`src/rtl/pgbuf_pkg.sv`:
```
// Package: shared defaults and the clear-source bundle for the page buffer.
// Assumes: page size is a power of two.
package pgbuf_pkg;

    parameter int unsigned DEF_PAGE_WORDS = 32;
    parameter int unsigned DEF_WORD_W     = 16;
    parameter int unsigned DEF_ADDR_W     = 16;

    // Every event that wipes the buffer, gathered into one bundle.
    typedef struct packed {
        logic pgm_done;
        logic sw_clr;
        logic ee_wr;
    } clear_src_t;

endpackage

```
`src/rtl/pgbuf_clear_ctl.sv`:
```
// Module: pgbuf_clear_ctl
// Merges the wipe sources into a single request that the slot map and the
// store act on in the same edge.
// Assumes: all sources are synchronous to clk; reset is handled downstream.
module pgbuf_clear_ctl
    import pgbuf_pkg::*;
(
    input  clear_src_t src,
    output logic       clr_all
);

    // Any one source empties the whole page.
    always_comb begin
        clr_all = src.pgm_done | src.sw_clr | src.ee_wr;
    end

endmodule

```
`src/rtl/pgbuf_slot_map.sv`:
```
// Module: pgbuf_slot_map
// Keeps one filled flag per slot. It accepts a load only into an empty
// slot and flags a refused load one cycle later.
// Assumes: a clear in the same cycle as a load takes priority over it.
module pgbuf_slot_map #(
    parameter int unsigned PAGE_WORDS = 32,
    parameter int unsigned IDX_W      = $clog2(PAGE_WORDS)
) (
    input  logic                  clk,
    input  logic                  rst_n,
    input  logic                  clr_all,
    input  logic                  ld_en,
    input  logic [IDX_W-1:0]      ld_idx,
    output logic [PAGE_WORDS-1:0] filled_q,
    output logic                  ld_accept,
    output logic                  ld_reject_q
);

    logic [PAGE_WORDS-1:0] slot_sel;
    logic                  hit_filled;

    // One-hot decode of the target slot.
    for (genvar g = 0; g < PAGE_WORDS; g++) begin : g_sel
        assign slot_sel[g] = (ld_idx == IDX_W'(g));
    end

    // Decide whether the current load lands or bounces.
    always_comb begin
        hit_filled = |(slot_sel & filled_q);
        ld_accept  = ld_en & ~clr_all & ~hit_filled;
    end

    // Filled flags: wiped by reset or clear, set by an accepted load.
    always_ff @(posedge clk) begin
        if (!rst_n || clr_all) begin
            filled_q <= '0;
        end else if (ld_accept) begin
            filled_q <= filled_q | slot_sel;
        end
    end

    // Registered pulse for a refused load.
    always_ff @(posedge clk) begin
        if (!rst_n) begin
            ld_reject_q <= 1'b0;
        end else begin
            ld_reject_q <= ld_en & ~clr_all & hit_filled;
        end
    end

endmodule

```
`src/rtl/pgbuf_store.sv`:
```
// Module: pgbuf_store
// Word storage for one page with a registered read. An empty slot reads
// as all ones.
// Assumes: the caller writes only into empty slots; stored words are
// masked by the filled flags, so the array itself needs no reset.
module pgbuf_store #(
    parameter int unsigned PAGE_WORDS = 32,
    parameter int unsigned WORD_W     = 16,
    parameter int unsigned IDX_W      = $clog2(PAGE_WORDS)
) (
    input  logic                  clk,
    input  logic                  rst_n,
    input  logic                  wr_en,
    input  logic [IDX_W-1:0]      wr_idx,
    input  logic [WORD_W-1:0]     wr_data,
    input  logic [PAGE_WORDS-1:0] filled,
    input  logic [IDX_W-1:0]      rd_idx,
    output logic [WORD_W-1:0]     rd_data_q
);

    logic [WORD_W-1:0] mem [PAGE_WORDS];

    // Capture an accepted word into its slot.
    always_ff @(posedge clk) begin
        if (wr_en) begin
            mem[wr_idx] <= wr_data;
        end
    end

    // Registered read that masks empty slots to the erased value.
    always_ff @(posedge clk) begin
        if (!rst_n) begin
            rd_data_q <= '1;
        end else if (filled[rd_idx]) begin
            rd_data_q <= mem[rd_idx];
        end else begin
            rd_data_q <= '1;
        end
    end

endmodule

```
`src/rtl/pgbuf.sv`:
```
// Module: pgbuf (top)
// Write-once staging buffer for one program page. It combines the clear
// merge, the slot map and the word store.
// Assumes: PAGE_WORDS is a power of two and ADDR_W > IDX_W; synchronous
// active-low reset.
module pgbuf
    import pgbuf_pkg::*;
#(
    parameter int unsigned PAGE_WORDS = DEF_PAGE_WORDS,
    parameter int unsigned WORD_W     = DEF_WORD_W,
    parameter int unsigned ADDR_W     = DEF_ADDR_W,
    localparam int unsigned IDX_W     = $clog2(PAGE_WORDS)
) (
    input  logic              clk,
    input  logic              rst_n,
    input  logic              ld_en,
    input  logic [ADDR_W-1:0] ld_addr,
    input  logic [WORD_W-1:0] ld_data,
    input  logic              sw_clr,
    input  logic              pgm_done,
    input  logic              ee_wr,
    input  logic [IDX_W-1:0]  rd_idx,
    output logic [WORD_W-1:0] rd_data,
    output logic              ld_reject
);

    clear_src_t            clr_src;
    logic                  clr_all;
    logic [IDX_W-1:0]      ld_idx;
    logic [PAGE_WORDS-1:0] filled_q;
    logic                  ld_accept;
    logic                  unused_page_bits;

    // Split the address: the slot comes from the low bits; the page bits are unused here.
    always_comb begin
        ld_idx           = ld_addr[IDX_W-1:0];
        unused_page_bits = ^ld_addr[ADDR_W-1:IDX_W];
        clr_src.pgm_done = pgm_done;
        clr_src.sw_clr   = sw_clr;
        clr_src.ee_wr    = ee_wr;
    end

    pgbuf_clear_ctl u_clr (
        .src     (clr_src),
        .clr_all (clr_all)
    );

    pgbuf_slot_map #(
        .PAGE_WORDS (PAGE_WORDS),
        .IDX_W      (IDX_W)
    ) u_map (
        .clk         (clk),
        .rst_n       (rst_n),
        .clr_all     (clr_all),
        .ld_en       (ld_en),
        .ld_idx      (ld_idx),
        .filled_q    (filled_q),
        .ld_accept   (ld_accept),
        .ld_reject_q (ld_reject)
    );

    pgbuf_store #(
        .PAGE_WORDS (PAGE_WORDS),
        .WORD_W     (WORD_W),
        .IDX_W      (IDX_W)
    ) u_store (
        .clk       (clk),
        .rst_n     (rst_n),
        .wr_en     (ld_accept),
        .wr_idx    (ld_idx),
        .wr_data   (ld_data),
        .filled    (filled_q),
        .rd_idx    (rd_idx),
        .rd_data_q (rd_data)
    );

endmodule

```
`config.mk`:
```
export PLATFORM = sky130hd
export DESIGN_NAME = pgbuf
export DESIGN_NICKNAME = d
export VERILOG_FILES = /design/src/rtl/pgbuf_pkg.sv /design/src/rtl/pgbuf_clear_ctl.sv /design/src/rtl/pgbuf_slot_map.sv /design/src/rtl/pgbuf_store.sv /design/src/rtl/pgbuf.sv
export SDC_FILE = /design/constraint.sdc
export NUM_CORES = 1
export LEC_CHECK = 0
export BUFFER_PORTS_ARGS = -buffer_cell sky130_fd_sc_hd__buf_4
export CAP_MARGIN = 20
export CORE_ASPECT_RATIO = 1.25
export CORE_UTILIZATION = 25
export CTS_CLUSTER_SIZE = 25
export DETAILED_ROUTE_END_ITERATION = 10
export PLACE_DENSITY_LB_ADDON = 0.2
export SYNTH_ARGS = -nofsm -noshare
export SYNTH_HDL_FRONTEND = slang
export SYNTH_HIERARCHICAL = 1
export SYNTH_SLANG_ARGS = --single-unit
```
`constraint.sdc`:
```
create_clock -name clk -period 4.15 [get_ports clk]
set_clock_uncertainty 0.2 [all_clocks]
set_input_delay 0.415 -clock clk [delete_from_list [all_inputs] [get_ports clk]]
set_output_delay 0.415 -clock clk [all_outputs]
set_load 0.01 [all_outputs]
```
==> out/metrics.csv, run 1 <==
stage,metric,value,unit
worst_setup_path,"Top cell by count, worst path",buf_4,
detailed_routing,met2 routed WL,30.1,mm
worst_setup_path,worst path arrival time,3770,ps
grt,antenna violations before repair,8,
place,gpl congestion,0.794,
floorplanning,core area,88700,µm²
detailed_routing,Top Metal Used,met4,
cells_and_area,layout cells sized above 1,0.300,
grt,first-pass GRT wire length,85.3,mm
outcome,status,"finished, final reports clean",
place,Final HPWL DP,36.5,mm
grt,largest net degree at the start of global routing,88,
clock_network,clock buffer depth,3,
clock_network,CTS tree,built,
clock_network,Clock Tree Root,clkbuf_16,
clock_network,CTS buffer count,60,
cells_and_area,"Design Area, Final",26400,µm²
cells_and_area,nets,1291,
synthesis,Post-Syn Area per Cell,19.5,µm²
synthesis,"top cells by area, synth","edfxtp_1 69%, mux4_2 11%, dfxtp_1 4.4%, mux2i_1 2.5%, a22oi_1 1.1%",
synthesis,syn nets,1194,
power,power per cell area,452,nW/µm²
detailed_routing,Avg WL per Cell,24.1,µm
synthesis,distinct cell type count after synthesis,60,
place,Port Buffers,48,
detailed_routing,met1 WL,25.6,mm
sta,Final Max Slew Viols,0,
place,area of placed instances,24500,µm²
synthesis,Post-Synth XOR/XNOR Area,0,
sta,Worst Tran Pin Value,945,ps
cells_and_area,final cell utilization of the core,0.298,
clock_network,clock sink count,561,
sta,Max-slew headroom,0.370,
clock_network,H-tree level count,2,
clock_network,clock slew at reported path FFs,60,ps
detailed_routing,vias per inst,4.57,
synthesis,Syn. warnings,6,
worst_setup_path,worst stage delay on the critical path,720,ps
synthesis,post-synthesis sequential area ratio,0.729,
worst_setup_path,worst-path fanout max,25,
sta,Final setup viols,0,
min_path,Hold Crit Class,primary input to flop,
sta,RSZ-0062 raised after global routing,no,
detailed_routing,DRC,0,
floorplanning,Vert. Die Dim,337,µm
synthesis,main combinational cell family by area after synthesis,multiplexers,
floorplanning,Initial Util,0.253,
synthesis,Compound-Gate Fraction of Synth Area,0.0542,
clock_network,Clock Latency Late Sink,620,ps
worst_setup_path,crit path launch type,primary input,
synthesis,Synth area leader,edfxtp_1,
floorplanning,I/O pin total,60,
synthesis,Yosys reg bits,561,
detailed_routing,via count,11300,
sta,Final Hold Fails,0,
worst_setup_path,Crit-path slowest cell,or3b_2,
power,P_leak,8.24,nW
synthesis,dominant synthesized flop cell,edfxtp_1,
synthesis,post-synthesis mux area share,0.149,
cells_and_area,P&R area growth vs syn,17.8,%
synthesis,Synth top area share,0.685,
synthesis,adder-cell share of the synthesized area,0,
detailed_routing,drt pass-1 iters,6,
detailed_routing,met3 WL,2.40,mm
floorplanning,Die ar.,90900,µm²
detailed_routing,DRT iter0 DRCs,877,
grt,total track usage,0.130,
cells_and_area,area occupied by multi-input gates,5610,µm²
cells_and_area,FF+latch area,16400,µm²
synthesis,Post-synth EDFFs,512,
synthesis,Mapped Cells,1151,
power,peak supply drop,315,µV
synthesis,Synth Area in Simple Gates,0.0426,
sta,Tmin final,3680,ps
flow_run,Max Cap Violations,0,
floorplanning,Rows,122,
synthesis,Post-synth ARST share,0,
worst_setup_path,WS Path Type,primary input to flop,
clock_network,Setup Buffers After CTS,0,
sta,FMAX,272,MHz
synthesis,Synth Cell Area,22400,µm²
grt,GRT Residual Overflow,0,
sta,aggregate negative setup slack,0,ps
detailed_routing,final antenna-violating net count,0,
worst_setup_path,critical path required time,4240,ps
detailed_routing,Routed WL,59.7,mm
cells_and_area,Fill cells,8629,
worst_setup_path,crit-path cells,dlygate4sd3_1 > buf_4 > and3_1 > o211ai_1 > nand4_1 > o21bai_1 > nor4_2 > or3b_2 > nor2_2 > buf_4,
sta,Final Cycle Share,0.887,
grt,vias in the first global route,11800,
floorplanning,Die Wd,270,µm
worst_setup_path,CP Capture Type,flop,
registers in the layout, indices dropped and copies added (netlist names):
register / cells
u_map/filled_q: 32
u_map/ld_reject_q: 1
u_store/rd_data_q: 16
u_store/mem: 512
where the power goes:
| part | switching (W) | internal, W | total, W |
|---|---|---|---|
| clock | 0.00218 | 0.00299 | 0.00517 |
| sequential | 0.00000248 | 0.00617 | 0.00617 |
| combinational | 0.000400 | 0.000208 | 0.000608 |
| total | 0.00259 | 0.00937 | 0.0120 |
repair_timing:
item / CTS / global route
hold buffers: 2 / 0
endpoints found under the hold margin: 6 / 0
resized for setup: 0 / 0
placed cells by master, fill, tap and decap left out, types with 8 or more instances in the layout:
| master | instances |
|---|---|
| a211oi_1 | 16 |
| a22oi_1 | 34 |
| a311oi_1 | 17 |
| a32o_1 | 15 |
| and3_1 | 8 |
| buf_12 | 13 |
| buf_4 | 95 |
| clkbuf_1 | 8 |
| clkbuf_16 | 62 |
| clkinv_1 | 28 |
| clkinv_2 | 14 |
| dfxtp_1 | 49 |
| edfxtp_1 | 512 |
| mux2i_1 | 57 |
| mux4_2 | 114 |
| nand2_1 | 25 |
| nand2b_1 | 23 |
| nor2_1 | 8 |
| nor2_2 | 32 |
| nor2b_1 | 22 |
| o21ai_1 | 18 |
| o221ai_2 | 16 |
| or2_2 | 16 |
critical path: cells and delay by family:
kind            cells  cell delay, ps
simple gates        5            1810
compound gates      2             480
buf+inv             3            1040
stage by stage:
stage | setup slack [ps] | instances | hold WS (ps) | power [W]
after floorplan | 445 | 1151 | 232 | 0.00663
after global placement | 237 | 2362 | 258 | 0.00692
after detailed placement | 184 | 2362 | 258 | 0.00692
after CTS | 473 | 2472 | 2.86 | 0.0121
after global routing | 298 | 2472 | 14.9 | 0.0124
final | 469 | 2474 | 21.1 | 0.0120
routing by layer:
| metal | up-vias | track usage |
|---|---|---|
| li1 | 4960 | - |
| met1 | 5986 | 0.166 |
| met2 | 261 | 0.227 |
| met3 | 98 | 0.0202 |
| met4 | 0 | 0.0409 |
| met5 | - | 0 |
logic make-up (layout without fill, tap and decap cells):
logic type / count (synthesis) / count (layout)
other cells: 0 / 2
simple gates: 172 / 172
buf+inv: 93 / 236
mux: 182 / 182
flops: 561 / 561
compound gates: 143 / 143
synth_stat cells, types with 5 or more instances:
cell type	number
nor2b_1	23
a22o_1	5
buf_6	10
a22oi_1	34
buf_4	10
nand2b_1	23
nand3_1	7
clkinv_1	16
nor2_1	40
o221ai_2	16
or2_2	16
mux4_1	6
o21ai_1	18
mux2i_1	57
a311oi_1	17
a211oi_1	16
a32o_1	15
o21ai_0	6
buf_2	22
nand3b_1	5
nand2_1	25
clkbuf_1	25
mux4_2	114
and3_1	8
edfxtp_1	512
dfxtp_1	49
final timing paths:
kind	end	startpoint	depth (start not counted)	slack [ps]
hold reg to reg	u_map/filled_q[8]	u_map/filled_q[8]	2	270
hold / removal	u_store/mem[1][0]	ld_data[0]	1	20
setup / recovery	u_store/mem[4][9]	ld_addr[2]	10	470
setup reg to reg	u_store/mem[4][9]	u_map/filled_q[18]	8	600
layout make-up:
type | instances | share of cell area
Antenna cell | 2 | 0.000189
Clock buffer | 75 | 0.0625
Clock inverter | 33 | 0.00980
Inverter | 17 | 0.00242
Multi-Input combinational cell | 497 | 0.212
Sequential cell | 561 | 0.619
Tap cell | 1178 | 0.0558
Timing Repair Buffer | 111 | 0.0382
Power figures use the tool's default switching activity.
==> inputs of run 2 (changes only) <==
--- a/config.mk
+++ b/config.mk
@@ -12,6 +12,8 @@
 export CTS_CLUSTER_SIZE = 25
 export DETAILED_ROUTE_END_ITERATION = 10
 export PLACE_DENSITY_LB_ADDON = 0.2
+export REMOVE_ABC_BUFFERS = 1
+export SLEW_MARGIN = 25
 export SYNTH_ARGS = -nofsm -noshare
 export SYNTH_HDL_FRONTEND = slang
 export SYNTH_HIERARCHICAL = 1
==> run 2 against run 1 <==
  * Final cell count is 0.65% higher
  * Critical path depth is the same
  * Worst hold slack improved by 30 ps
  * Highest routed layer unchanged
==> out/metrics.csv, run 2 (synthesis results as in run 1) <==
stage,metric,value,unit
worst_setup_path,WS Path Type,primary input to flop,
sta,Final Cycle Share,0.859,
worst_setup_path,CP Capture Type,flop,
sta,Final Max Slew Viols,0,
floorplanning,Rows,122,
clock_network,clock slew at reported path FFs,60,ps
flow_run,Max Cap Violations,0,
detailed_routing,vias per inst,4.50,
sta,Worst Tran Pin Value,820,ps
worst_setup_path,crit-path cells,dlygate4sd3_1 > buf_4 > nor2b_1 > and3_1 > nor4_2 > nand2_1 > nor4_2 > or3b_2 > nor2_2 > buf_4,
floorplanning,core area,88700,µm²
worst_setup_path,critical path required time,4200,ps
detailed_routing,Routed WL,55.5,mm
cells_and_area,"commonest cells after routing, fill and taps aside","512 x edfxtp_1, 114 x mux4_2, 101 x buf_4",
power,Overall Power,0.0125,W
sta,aggregate negative setup slack,0,ps
place,gpl congestion,0.803,
clock_network,H-tree level count,3,
detailed_routing,DRT iter0 DRCs,625,
grt,GRT Residual Overflow,0,
cells_and_area,Reg with most FFs,u_store/mem,
floorplanning,I/O pin total,60,
grt,vias in the first global route,11900,
worst_setup_path,CP top delay family,simple AND/OR/NAND/NOR gates,
clock_network,post-cts sizing count,0,
cells_and_area,biggest regs,"u_store/mem: 512 flops, u_map/filled_q: 32 flops, u_store/rd_data_q: 16 flops",
min_path,Hold Crit Class,primary input to flop,
detailed_routing,drt pass-1 iters,5,
worst_setup_path,worst stage delay on the critical path,670,ps
sta,Max-slew headroom,0.453,
grt,largest net degree at the start of global routing,60,
cells_and_area,Antenna Cells,0,
worst_setup_path,crit path buf inv count,3,
detailed_routing,via count,11200,
clock_network,clock sink count,561,
outcome,status,"finished, final reports clean",
floorplanning,Die ar.,90900,µm²
grt,antenna violations before repair,0,
place,Final HPWL DP,34.7,mm
grt,first-pass GRT wire length,81.8,mm
power,peak supply drop,288,µV
place,Port Buffers,48,
sta,Final Hold Fails,0,
power,P_leak,8.40,nW
clock_network,clock buffer depth,3,
cells_and_area,layout cells sized above 1,0.307,
floorplanning,Vert. Die Dim,337,µm
floorplanning,Initial Util,0.253,
worst_setup_path,Crit-path slowest cell,or3b_2,
clock_network,Clock Latency Late Sink,580,ps
floorplanning,Die Wd,270,µm
cells_and_area,"most common cell after layout, fill and taps aside",edfxtp_1,
worst_setup_path,crit path launch type,primary input,
cells_and_area,max reg flops,512,
cells_and_area,nets,1305,
worst_setup_path,worst-path fanout max,25,
detailed_routing,final antenna-violating net count,0,
detailed_routing,Avg WL per Cell,22.3,µm
grt,total track usage,0.123,
sta,Tmin final,3570,ps
power,power per cell area,467,nW/µm²
cells_and_area,P&R area growth vs syn,19.4,%
sta,Final setup viols,0,
worst_setup_path,worst path arrival time,3620,ps
detailed_routing,DRC,0,
clock_network,CTS buffer count,66,
clock_network,CTS tree,built,
sta,RSZ-0062 raised after global routing,no,
sta,FMAX,280,MHz
clock_network,Clock Tree Root,clkbuf_16,
-- run 2: worst reg2reg max path, stage by stage (launching register included) --
cell     delay [ps]
dfxtp_1         340
mux2_1          300
and3_1          190
nor4_2          310
nand2_1         160
nor4_2          440
or3b_2          670
nor2_2          160
buf_4           270
-- run 2: per-layer routing --
metal  share of wire  up-vias  track usage
li1                -     4969            -
met1            0.42     5943        0.153
met2            0.51      213        0.215
met3           0.035       81       0.0190
met4           0.026        0       0.0458
met5               0        -            0
-- run 2: power by group --
| part | switching (W) | internal [W] | leakage (nW) |
|---|---|---|---|
| registers | 0.00000253 | 0.00617 | 5.00 |
| logic | 0.000355 | 0.000205 | 2.34 |
| clock network | 0.00225 | 0.00353 | 1.07 |
-- run 2: layout make-up --
type | count | area [µm²]
clock buffers | 87 | 1900
clock inverters | 31 | 289
fillers | 8608 | 61900
inverters | 17 | 63.8
multi-input cells | 497 | 5610
flip-flops and latches | 561 | 16400
well taps | 1178 | 1470
repair buffers | 119 | 1090
-- run 2: path summary, 6_finish.rpt --
path                                         start                   to  slack (ps)  depth (start not counted)
worst max-delay path                    ld_addr[2]    u_store/mem[4][2]         580                         10
worst min-delay path                   ld_data[14]  u_store/mem[13][14]          50                          1
worst min register to register  u_map/filled_q[20]   u_map/filled_q[20]         270                          2
worst max register to register  u_map/filled_q[26]    u_store/mem[4][2]         770                          8
-- run 2: repair_timing --
| action | in CTS | in global routing |
|---|---|---|
| endpoints found under the hold margin | 2 | 0 |
| setup buffers | 0 | 0 |
| hold buffers | 1 | 0 |
-- run 2: metrics by stage --
stage / hold slack (ps) / setup WS [ps] / utilization / instances / instance area [µm²]
after floorplan: 232 / 629 / - / 1075 / 21900
after global placement: 258 / 427 / 0.277 / 2371 / 24600
after detailed placement: 262 / 395 / 0.277 / 2371 / 24600
after CTS: 9.67 / 639 / 0.302 / 2490 / 26800
after global routing: 38.7 / 445 / 0.302 / 2490 / 26800
final: 51.1 / 584 / 0.302 / 2490 / 26800
